==> src/rtl/i2c_fifo_irq.sv <==
module i2c_fifo_irq #(
  parameter int DEPTH     = 16,
  parameter int FLUSH_CYC = 4
) (
  input  logic        clk,
  input  logic        rst_n,
  input  logic        sw_tx_wr,
  input  logic [7:0]  sw_tx_data,
  input  logic        sw_rx_rd,
  output logic [7:0]  sw_rx_data,
  input  logic        eng_tx_pull,
  output logic [7:0]  eng_tx_data,
  output logic        eng_tx_valid,
  input  logic        eng_rx_push,
  input  logic [7:0]  eng_rx_data,
  output logic        eng_rx_ready,
  input  logic [7:0]  tx_thr,
  input  logic [7:0]  rx_thr,
  input  logic        flush_tx_req,
  input  logic        flush_rx_req,
  output logic        flush_tx_busy,
  output logic        flush_rx_busy,
  input  logic        evt_done,
  input  logic        evt_done_nostop,
  input  logic        evt_arb_lost,
  input  logic        evt_bus_err,
  input  logic        mask_wr,
  input  logic [31:0] mask_wdata,
  input  logic        clr_wr,
  input  logic [31:0] clr_wdata,
  output logic [31:0] raw_status,
  output logic [31:0] masked_status,
  output logic        irq
);
  localparam int AW = $clog2(DEPTH);
  localparam int CW = AW + 1;
  localparam int FW = $clog2(FLUSH_CYC + 1);
  localparam logic [7:0]  MAXT     = 8'(DEPTH / 2 - 1);
  localparam logic [CW-1:0] FULL   = CW'(DEPTH);
  localparam logic [31:0] CLR_OK   = 32'h131F_007F;
  localparam logic [31:0] MASK_OK  = 32'h1FFF_FFFF;

  logic [7:0]    tx_mem [DEPTH];
  logic [7:0]    rx_mem [DEPTH];
  logic [AW-1:0] tx_wp, tx_rp, rx_wp, rx_rp;
  logic [CW-1:0] tx_cnt, rx_cnt;
  logic [FW-1:0] tx_fc, rx_fc;
  logic [31:0]   stk, mask_q, set_vec, clr_vec;
  logic [7:0]    tx_t, rx_t;

  assign flush_tx_busy = tx_fc != '0;
  assign flush_rx_busy = rx_fc != '0;

  wire tx_blk  = flush_tx_busy || flush_tx_req;
  wire rx_blk  = flush_rx_busy || flush_rx_req;
  wire tx_push = sw_tx_wr && !tx_blk && tx_cnt != FULL;
  wire tx_pop  = eng_tx_pull && !tx_blk && tx_cnt != '0;
  wire rx_push = eng_rx_push && !rx_blk && rx_cnt != FULL;
  wire rx_pop  = sw_rx_rd && !rx_blk && rx_cnt != '0;
  wire tx_ovr  = sw_tx_wr && !tx_blk && tx_cnt == FULL;

  assign eng_tx_valid = tx_cnt != '0;
  assign eng_rx_ready = rx_cnt != FULL && !flush_rx_busy;
  assign eng_tx_data  = eng_tx_valid ? tx_mem[tx_rp] : 8'h00;
  assign sw_rx_data   = rx_cnt != '0 ? rx_mem[rx_rp] : 8'h00;

  always_ff @(posedge clk) begin
    if (tx_push) tx_mem[tx_wp] <= sw_tx_data;
    if (rx_push) rx_mem[rx_wp] <= eng_rx_data;
  end

  always_ff @(posedge clk or negedge rst_n) begin
    if (!rst_n) begin
      tx_wp <= '0; tx_rp <= '0; tx_cnt <= '0; tx_fc <= '0;
    end else if (flush_tx_req) begin
      tx_wp <= '0; tx_rp <= '0; tx_cnt <= '0; tx_fc <= FW'(FLUSH_CYC);
    end else begin
      if (flush_tx_busy) tx_fc <= tx_fc - 1'b1;
      if (tx_push) tx_wp <= tx_wp + 1'b1;
      if (tx_pop)  tx_rp <= tx_rp + 1'b1;
      tx_cnt <= tx_cnt + CW'(tx_push) - CW'(tx_pop);
    end
  end

  always_ff @(posedge clk or negedge rst_n) begin
    if (!rst_n) begin
      rx_wp <= '0; rx_rp <= '0; rx_cnt <= '0; rx_fc <= '0;
    end else if (flush_rx_req) begin
      rx_wp <= '0; rx_rp <= '0; rx_cnt <= '0; rx_fc <= FW'(FLUSH_CYC);
    end else begin
      if (flush_rx_busy) rx_fc <= rx_fc - 1'b1;
      if (rx_push) rx_wp <= rx_wp + 1'b1;
      if (rx_pop)  rx_rp <= rx_rp + 1'b1;
      rx_cnt <= rx_cnt + CW'(rx_push) - CW'(rx_pop);
    end
  end

  always_comb begin
    set_vec     = '0;
    set_vec[3]  = tx_ovr;
    set_vec[19] = evt_done;
    set_vec[28] = evt_done_nostop;
    set_vec[24] = evt_arb_lost;
    set_vec[25] = evt_bus_err;
  end

  assign clr_vec = clr_wr ? (clr_wdata & CLR_OK) : '0;

  always_ff @(posedge clk or negedge rst_n) begin
    if (!rst_n) begin
      stk    <= '0;
      mask_q <= '0;
    end else begin
      stk <= (stk & ~clr_vec) | set_vec;
      if (mask_wr) mask_q <= mask_wdata & MASK_OK;
    end
  end

  assign tx_t = tx_thr > MAXT ? MAXT : tx_thr;
  assign rx_t = rx_thr > MAXT ? MAXT : rx_thr;

  always_comb begin
    raw_status    = stk;
    raw_status[0] = tx_cnt == '0;
    raw_status[1] = 8'(tx_cnt) <= tx_t;
    raw_status[2] = tx_cnt == FULL;
    raw_status[4] = rx_cnt == '0;
    raw_status[5] = 8'(rx_cnt) >= rx_t;
    raw_status[6] = rx_cnt == FULL;
  end

  assign masked_status = raw_status & mask_q;
  assign irq           = masked_status != '0;
endmodule


==> config.mk <==
export PLATFORM = sky130hd
export DESIGN_NAME = i2c_fifo_irq
export DESIGN_NICKNAME = d
export VERILOG_FILES = /design/src/rtl/i2c_fifo_irq.sv
export SDC_FILE = /design/constraint.sdc
export NUM_CORES = 1
export LEC_CHECK = 0
export ABC_AREA = 1
export BUFFER_PORTS_ARGS = -buffer_cell sky130_fd_sc_hd__buf_2
export CAP_MARGIN = 40
export CORE_MARGIN = 2
export CORE_UTILIZATION = 52
export DETAILED_ROUTE_END_ITERATION = 12
export HOLD_SLACK_MARGIN = 0.15
export PLACE_DENSITY_LB_ADDON = 0.2
export SETUP_SLACK_MARGIN = 0.2
export SLEW_MARGIN = 15
export SYNTH_ARGS = -nofsm -noshare
export SYNTH_HDL_FRONTEND = slang
export SYNTH_SLANG_ARGS = --single-unit
==> constraint.sdc <==
create_clock -name clk -period 2.3 [get_ports clk]
set_input_delay 0.575 -clock clk [delete_from_list [all_inputs] [get_ports clk]]
set_output_delay 0.575 -clock clk [all_outputs]
set_load 0.1 [all_outputs]
* After elaboration in Yosys (flattened, before gate mapping) *
Memories as Yosys holds them, arrays and structs flattened.
Index checks and enable logic that the tools add are counted.

cells by class
  $add $sub $neg = 10
  $lt $le $gt $ge = 4
  eq/ne operators = 4
  multiplexer cells = 23
  bitwise gates (word level) = 4
  reductions and logical operators = 28

operator list
  kind                 number
  $and 32x29->32       1
  $and 32x32->32       1
  $mux 4               8
  $mux 8               4
  $not 29->32          1
  $or 32x29->32        1
  $reduce_bool 32->1   1
  $mux 29              1
  $add 4x1->4 const B  4
  $gt 8x3->1 const B   2
  $mux 3               4
  $reduce_bool 2->1    6
  $add 5x1->5          2
  $eq 5x5->1 const B   2
  $logic_and 1x1->1    10
  $logic_not 5->1      2
  $mux 5               2
  $ne 5x5->1 const B   2
  $reduce_bool 5->1    2
  $sub 5x1->5          2
  $ge 5x8->1           1
  $le 5x8->1           1
  $reduce_bool 3->1    2
  $sub 3x1->3 const B  2
  other kinds (3)      9

storage, ports and cells
  bits in registers = 93
  RAM bits = 256
  input bits = 110
  output and inout port bits = 85
  logic and storage cells = 85
  memories = 2

memory list
  memory  depth  bits a word  rd ports  clocked after Yosys merged registers in  write ports  line  RTL
  rx_mem  16     8            1         0                                        1            44    logic [7:0] rx_mem [DEPTH];
  tx_mem  16     8            1         0                                        1            43    logic [7:0] tx_mem [DEPTH];

* Logic depth before layout (Yosys ltp) *
  depth after elaboration = 8
  mapped depth = 15
  mapped depth without buffers = 15

* Least setup slack after synthesis *
No wires, ideal clock.

  path kind = input port to output port
  start point = input port tx_thr[4]
  end point = output port irq
  arrival time = 3.261 ns
  required time = 1.725 ns
  slack = -1.536 ns
  stages on the path = 15
  path buffers = 0
  cell sequence = nor3_1 > nor3b_1 > inv_1 > or2_2 > ha_1 > inv_1 > nand2_1 > nand2_1 > nand2_1 > nand2_1 > nand2_1 > nand2_1 > nand2_1 > nand2_1 > nand3_1

between the ends
  cells in the longest elaborated chain, start to end = 5

ends and longest elaborated chain
  what                  line  RTL
  from (decl)           17    input logic [7:0] tx_thr,
  $gt 8x3->1            119   assign tx_t = tx_thr > MAXT ? MAXT : tx_thr;
  $mux 8 *              119
  $le 5x8->1 *          125   raw_status[1] = 8'(tx_cnt) <= tx_t;
  net raw_status[1]     31    output logic [31:0] raw_status,
  $and 32x29->32 *      132   assign masked_status = raw_status & mask_q;
  $reduce_bool 32->1 *  133   assign irq = masked_status != '0;
  to (decl)             33    output logic irq

The timed path passes the listed nets; every way through them passes the cells marked *.

* Worst setup path after layout *
  start point = register rx_rp[0]
  end point = output port sw_rx_data[5]

between the ends
  cells in the longest elaborated chain, start to end = 2

ends and longest elaborated chain
  what                    line  RTL
  from (decl)             45    logic [AW-1:0] tx_wp, tx_rp, rx_wp, rx_rp;
  from (signal assigned)  93    if (rx_pop) rx_rp <= rx_rp + 1'b1;
  $mem_v2 16x8            n/a
  $mux 8                  65    assign sw_rx_data = rx_cnt != '0 ? rx_mem[rx_rp] : 8'h00;
  to (decl)               10    output logic [7:0] sw_rx_data,

Every way passes these cells.

==> impl_metrics.env <==
export IMPL_cts_max_level=2
export IMPL_die_width_um=169
export IMPL_hp_class="in -> reg"
export IMPL_synth_most_common_cell="nand2_1"
export IMPL_design_core_area_mm2=0.0268
export IMPL_track_usage_pct=25.9
export IMPL_grt_pass1_vias=10400
export IMPL_cts_root_buf="clkbuf_16"
export IMPL_drtIter0Drc=926
export IMPL_met1_usage_pct=33.5
export IMPL_finClkSkew_ns=0.0181
export IMPL_yosys_area_top_type="edfxtp_1"
export IMPL_finalHoldViolCount=0
export IMPL_vias_per_cell=5.55
export IMPL_nets=1703
export IMPL_violations="negative setup slack"
export IMPL_worstPathRequired_ns=1.73
export IMPL_grt_overflow=0
export IMPL_numCtsBuffers=34
export IMPL_clockBufferDepth=3
export IMPL_fill_cells=1529
export IMPL_slew_violations=0
export IMPL_slew_headroom_pct=62.7
export IMPL_path_max_fanout=8
export IMPL_async_reset_ff_share_pct=17.9
export IMPL_clk_latency_ns=0.52
export IMPL_start_util_pct=52.5
export IMPL_powerDensity_mw_per_mm2=955
export IMPL_ys_top_cells_by_area="edfxtp_1, nand2_1, dfrtp_1"
export IMPL_ys_seq_area_share_pct=64.6
export IMPL_ys_ff_latch=312
export IMPL_ys_flop_type="edfxtp_1"
export IMPL_synth_edf_count=256
export IMPL_drtPass1Iterations=6
export IMPL_fmaxAchievable_mhz=353
export IMPL_antenna_found_initial=1
export IMPL_routed_wl_mm=39.7
export IMPL_gp_congestion=0.805
export IMPL_wl_per_cell_um=20.7
export IMPL_tightest_slew_ns=0.560
export IMPL_postSynthCellCount=1273
export IMPL_maxCapViolCount=0
export IMPL_crit_reg2reg_launch="tx_fc[1]$_DFFE_PN0P_"
export IMPL_synth_common_cells="nand2_1, edfxtp_1, nand3_1"
export IMPL_syn_avg_cell_area_um2=11.1
export IMPL_critPathMostFrequentCell="nand2_1"
export IMPL_antenna_left=0
export IMPL_multi_input_area_mm2=0.00573
export IMPL_hp_start="clr_wdata[16]"
export IMPL_pre_cts_slack_ns=-0.547
export IMPL_yosys_warnings=0
export IMPL_ys_types=43
export IMPL_grt_use_met2_pct=44.4
export IMPL_period_share_pct=123
export IMPL_rows=60
export IMPL_dp_hpwl_mm=21.2
export IMPL_dieArea_mm2=0.0284
export IMPL_rsz0062_at_grt="yes"
export IMPL_p_total_mw=19.2
export IMPL_final_seq_area_mm2=0.00911
export IMPL_fin_crit_ns=2.83
export IMPL_ioPinCount=195
export IMPL_dpl_cell_count=1775
export IMPL_end_kind="output pin"
export IMPL_slowest_delay_ns=0.45
export IMPL_startpoint="rx_rp[0]$_DFFE_PN0P_"
export IMPL_cts_sinks=312
export IMPL_synth_top_area_share_pct=54.6
export IMPL_cp_cell_sequence="buf_8, buf_4, nand2_1, a21boi_1, o211ai_1, nand2_1, nor2_4, buf_12"
export IMPL_portBuffers=120
export IMPL_ir_drop_mv=1.47
export IMPL_synthesis_area_mm2=0.0141
export IMPL_area_growth_syn_to_layout_pct=43.2
export IMPL_vias=10700
export IMPL_top_usage_layer="met2"
export IMPL_dpl_cell_area_mm2=0.0162
export IMPL_die_h_um=169
export IMPL_grt_max_degree=36
export IMPL_design_area_mm2=0.0202
export IMPL_grt_first_pass_wirelength_mm=56.3
export IMPL_drive_gt1_share_pct=43.5
export IMPL_drc=0
export IMPL_cpMaxStageDelayCell="dfrtp_2"
export IMPL_status="complete, but fails checks"
export IMPL_cts_tree="yes"
export IMPL_fin_ws_ns=-0.529
export IMPL_crit_type="reg -> out"
export IMPL_worstPathArrival_ns=2.25
export IMPL_clkTransAtPathRegs_ns=0.06
export IMPL_p_leak_nw=8.21
export IMPL_layoutNonFillerInstCount=1920
export IMPL_setup_viol=23
export IMPL_cp_start_kind="register"
export IMPL_met3_usage_pct=4.33
==> report_power, final <==
group	internal, mW	switching (mW)
registers	6.27	0.138
logic	2.83	4.63
clock network	3.16	2.23
total	12.3	6.99
==> worst paths after layout <==
| kind | slack, ns | depth (start not counted) | endpoint |
|---|---|---|---|
| worst min-delay path | 0.24 | 2 | stk[16]$_DFF_PN0_ |
| worst max register to register | -0.07 | 15 | tx_cnt[4]$_DFF_PN0_ |
| worst max-delay path | -0.53 | 8 | sw_rx_data[5] |
| min in group asynchronous | 0.59 | 2 | rx_wp[1]$_DFFE_PN0P_ |
| worst min register to register | 0.51 | 1 | stk[28]$_DFF_PN0_ |
| max in group asynchronous | 1.11 | 3 | stk[28]$_DFF_PN0_ |
==> metrics by stage <==
step	util [%]	setup TNS, ns	hold WS [ns]
after global routing	75.2	-11.69	0.238
after detailed placement	60.5	-2.65	0.492
after CTS	70.7	-9.12	0.234
final	75.2	-9.87	0.241
after global placement	60.5	-2.36	0.483
after floorplan	-	-2.09	0.279
==> metal layers <==
layer	routed length, um	vias up
li1	-	4836
met1	15100	5182
met2	20200	533
met3	2990	110
met4	1430	0
met5	0	-
==> repair_timing <==
item	in CTS	in global routing
pin swaps	98	85
gates resized for setup	209	246
endpoints found under the setup margin	40	290
endpoints found under the hold margin	21	0
hold buffers	1	0
buffers inserted	34	25
cloned	22	3
==> critical path, delay by kind of cell (launching register included) <==
family | cells | cell delay, ns
simple gates | 3 | 0.37
flops | 1 | 0.45
buf+inv | 3 | 0.46
compound gates | 2 | 0.46
==> cell type report <==
type	instances	share of cell area [%]
multi-input cells	834	28.4
flip-flops and latches	312	45.2
diodes	1	0.0124
clock inverters	20	0.962
repair buffers	290	16.9
clock buffers	39	4.47
inverters	83	1.91
well taps	341	2.12
==> sequential cells by signal (all words and copies together) (netlist names), 5 cells and up <==
name and cells:
rx_mem 128, rx_cnt 5, tx_cnt 5, tx_mem 128, mask_q 15, stk 9
==> layout by cell type, fill, tap and decap left out, drive strengths merged, types with 2 or more instances in the layout <==
cell type | netlist | layout
nand2 | 400 | 400
buf | 76 | 284
edfxtp | 256 | 256
nand3 | 96 | 96
a21oi | 78 | 78
nor2 | 77 | 77
inv | 77 | 71
dfrtp | 56 | 56
clkbuf | 4 | 43
conb | 2 | 38
ha | 36 | 36
clkinv | 6 | 23
o21ai | 20 | 20
a21boi | 20 | 20
o211ai | 16 | 16
mux2 | 15 | 15
a21o | 6 | 6
nand4 | 6 | 6
clkinvlp | 0 | 6
nor3 | 6 | 6
xnor2 | 6 | 6
o21bai | 3 | 3
bufinv | 0 | 3
o31ai | 2 | 2
xor2 | 2 | 2
or2 | 2 | 2
fa | 2 | 2
==> cells by family after synthesis <==
family	share of synthesized area (%)
DFF	64.6
and+or+nand+nor	17.7
buffers and inverters	6.32
muxes	1.20
adders and majority gates	3.48
other	0.0533
AOI/OAI and AO/OA	6.14
xor gates and xnor gates	0.498
Power figures use the tool's default switching activity.
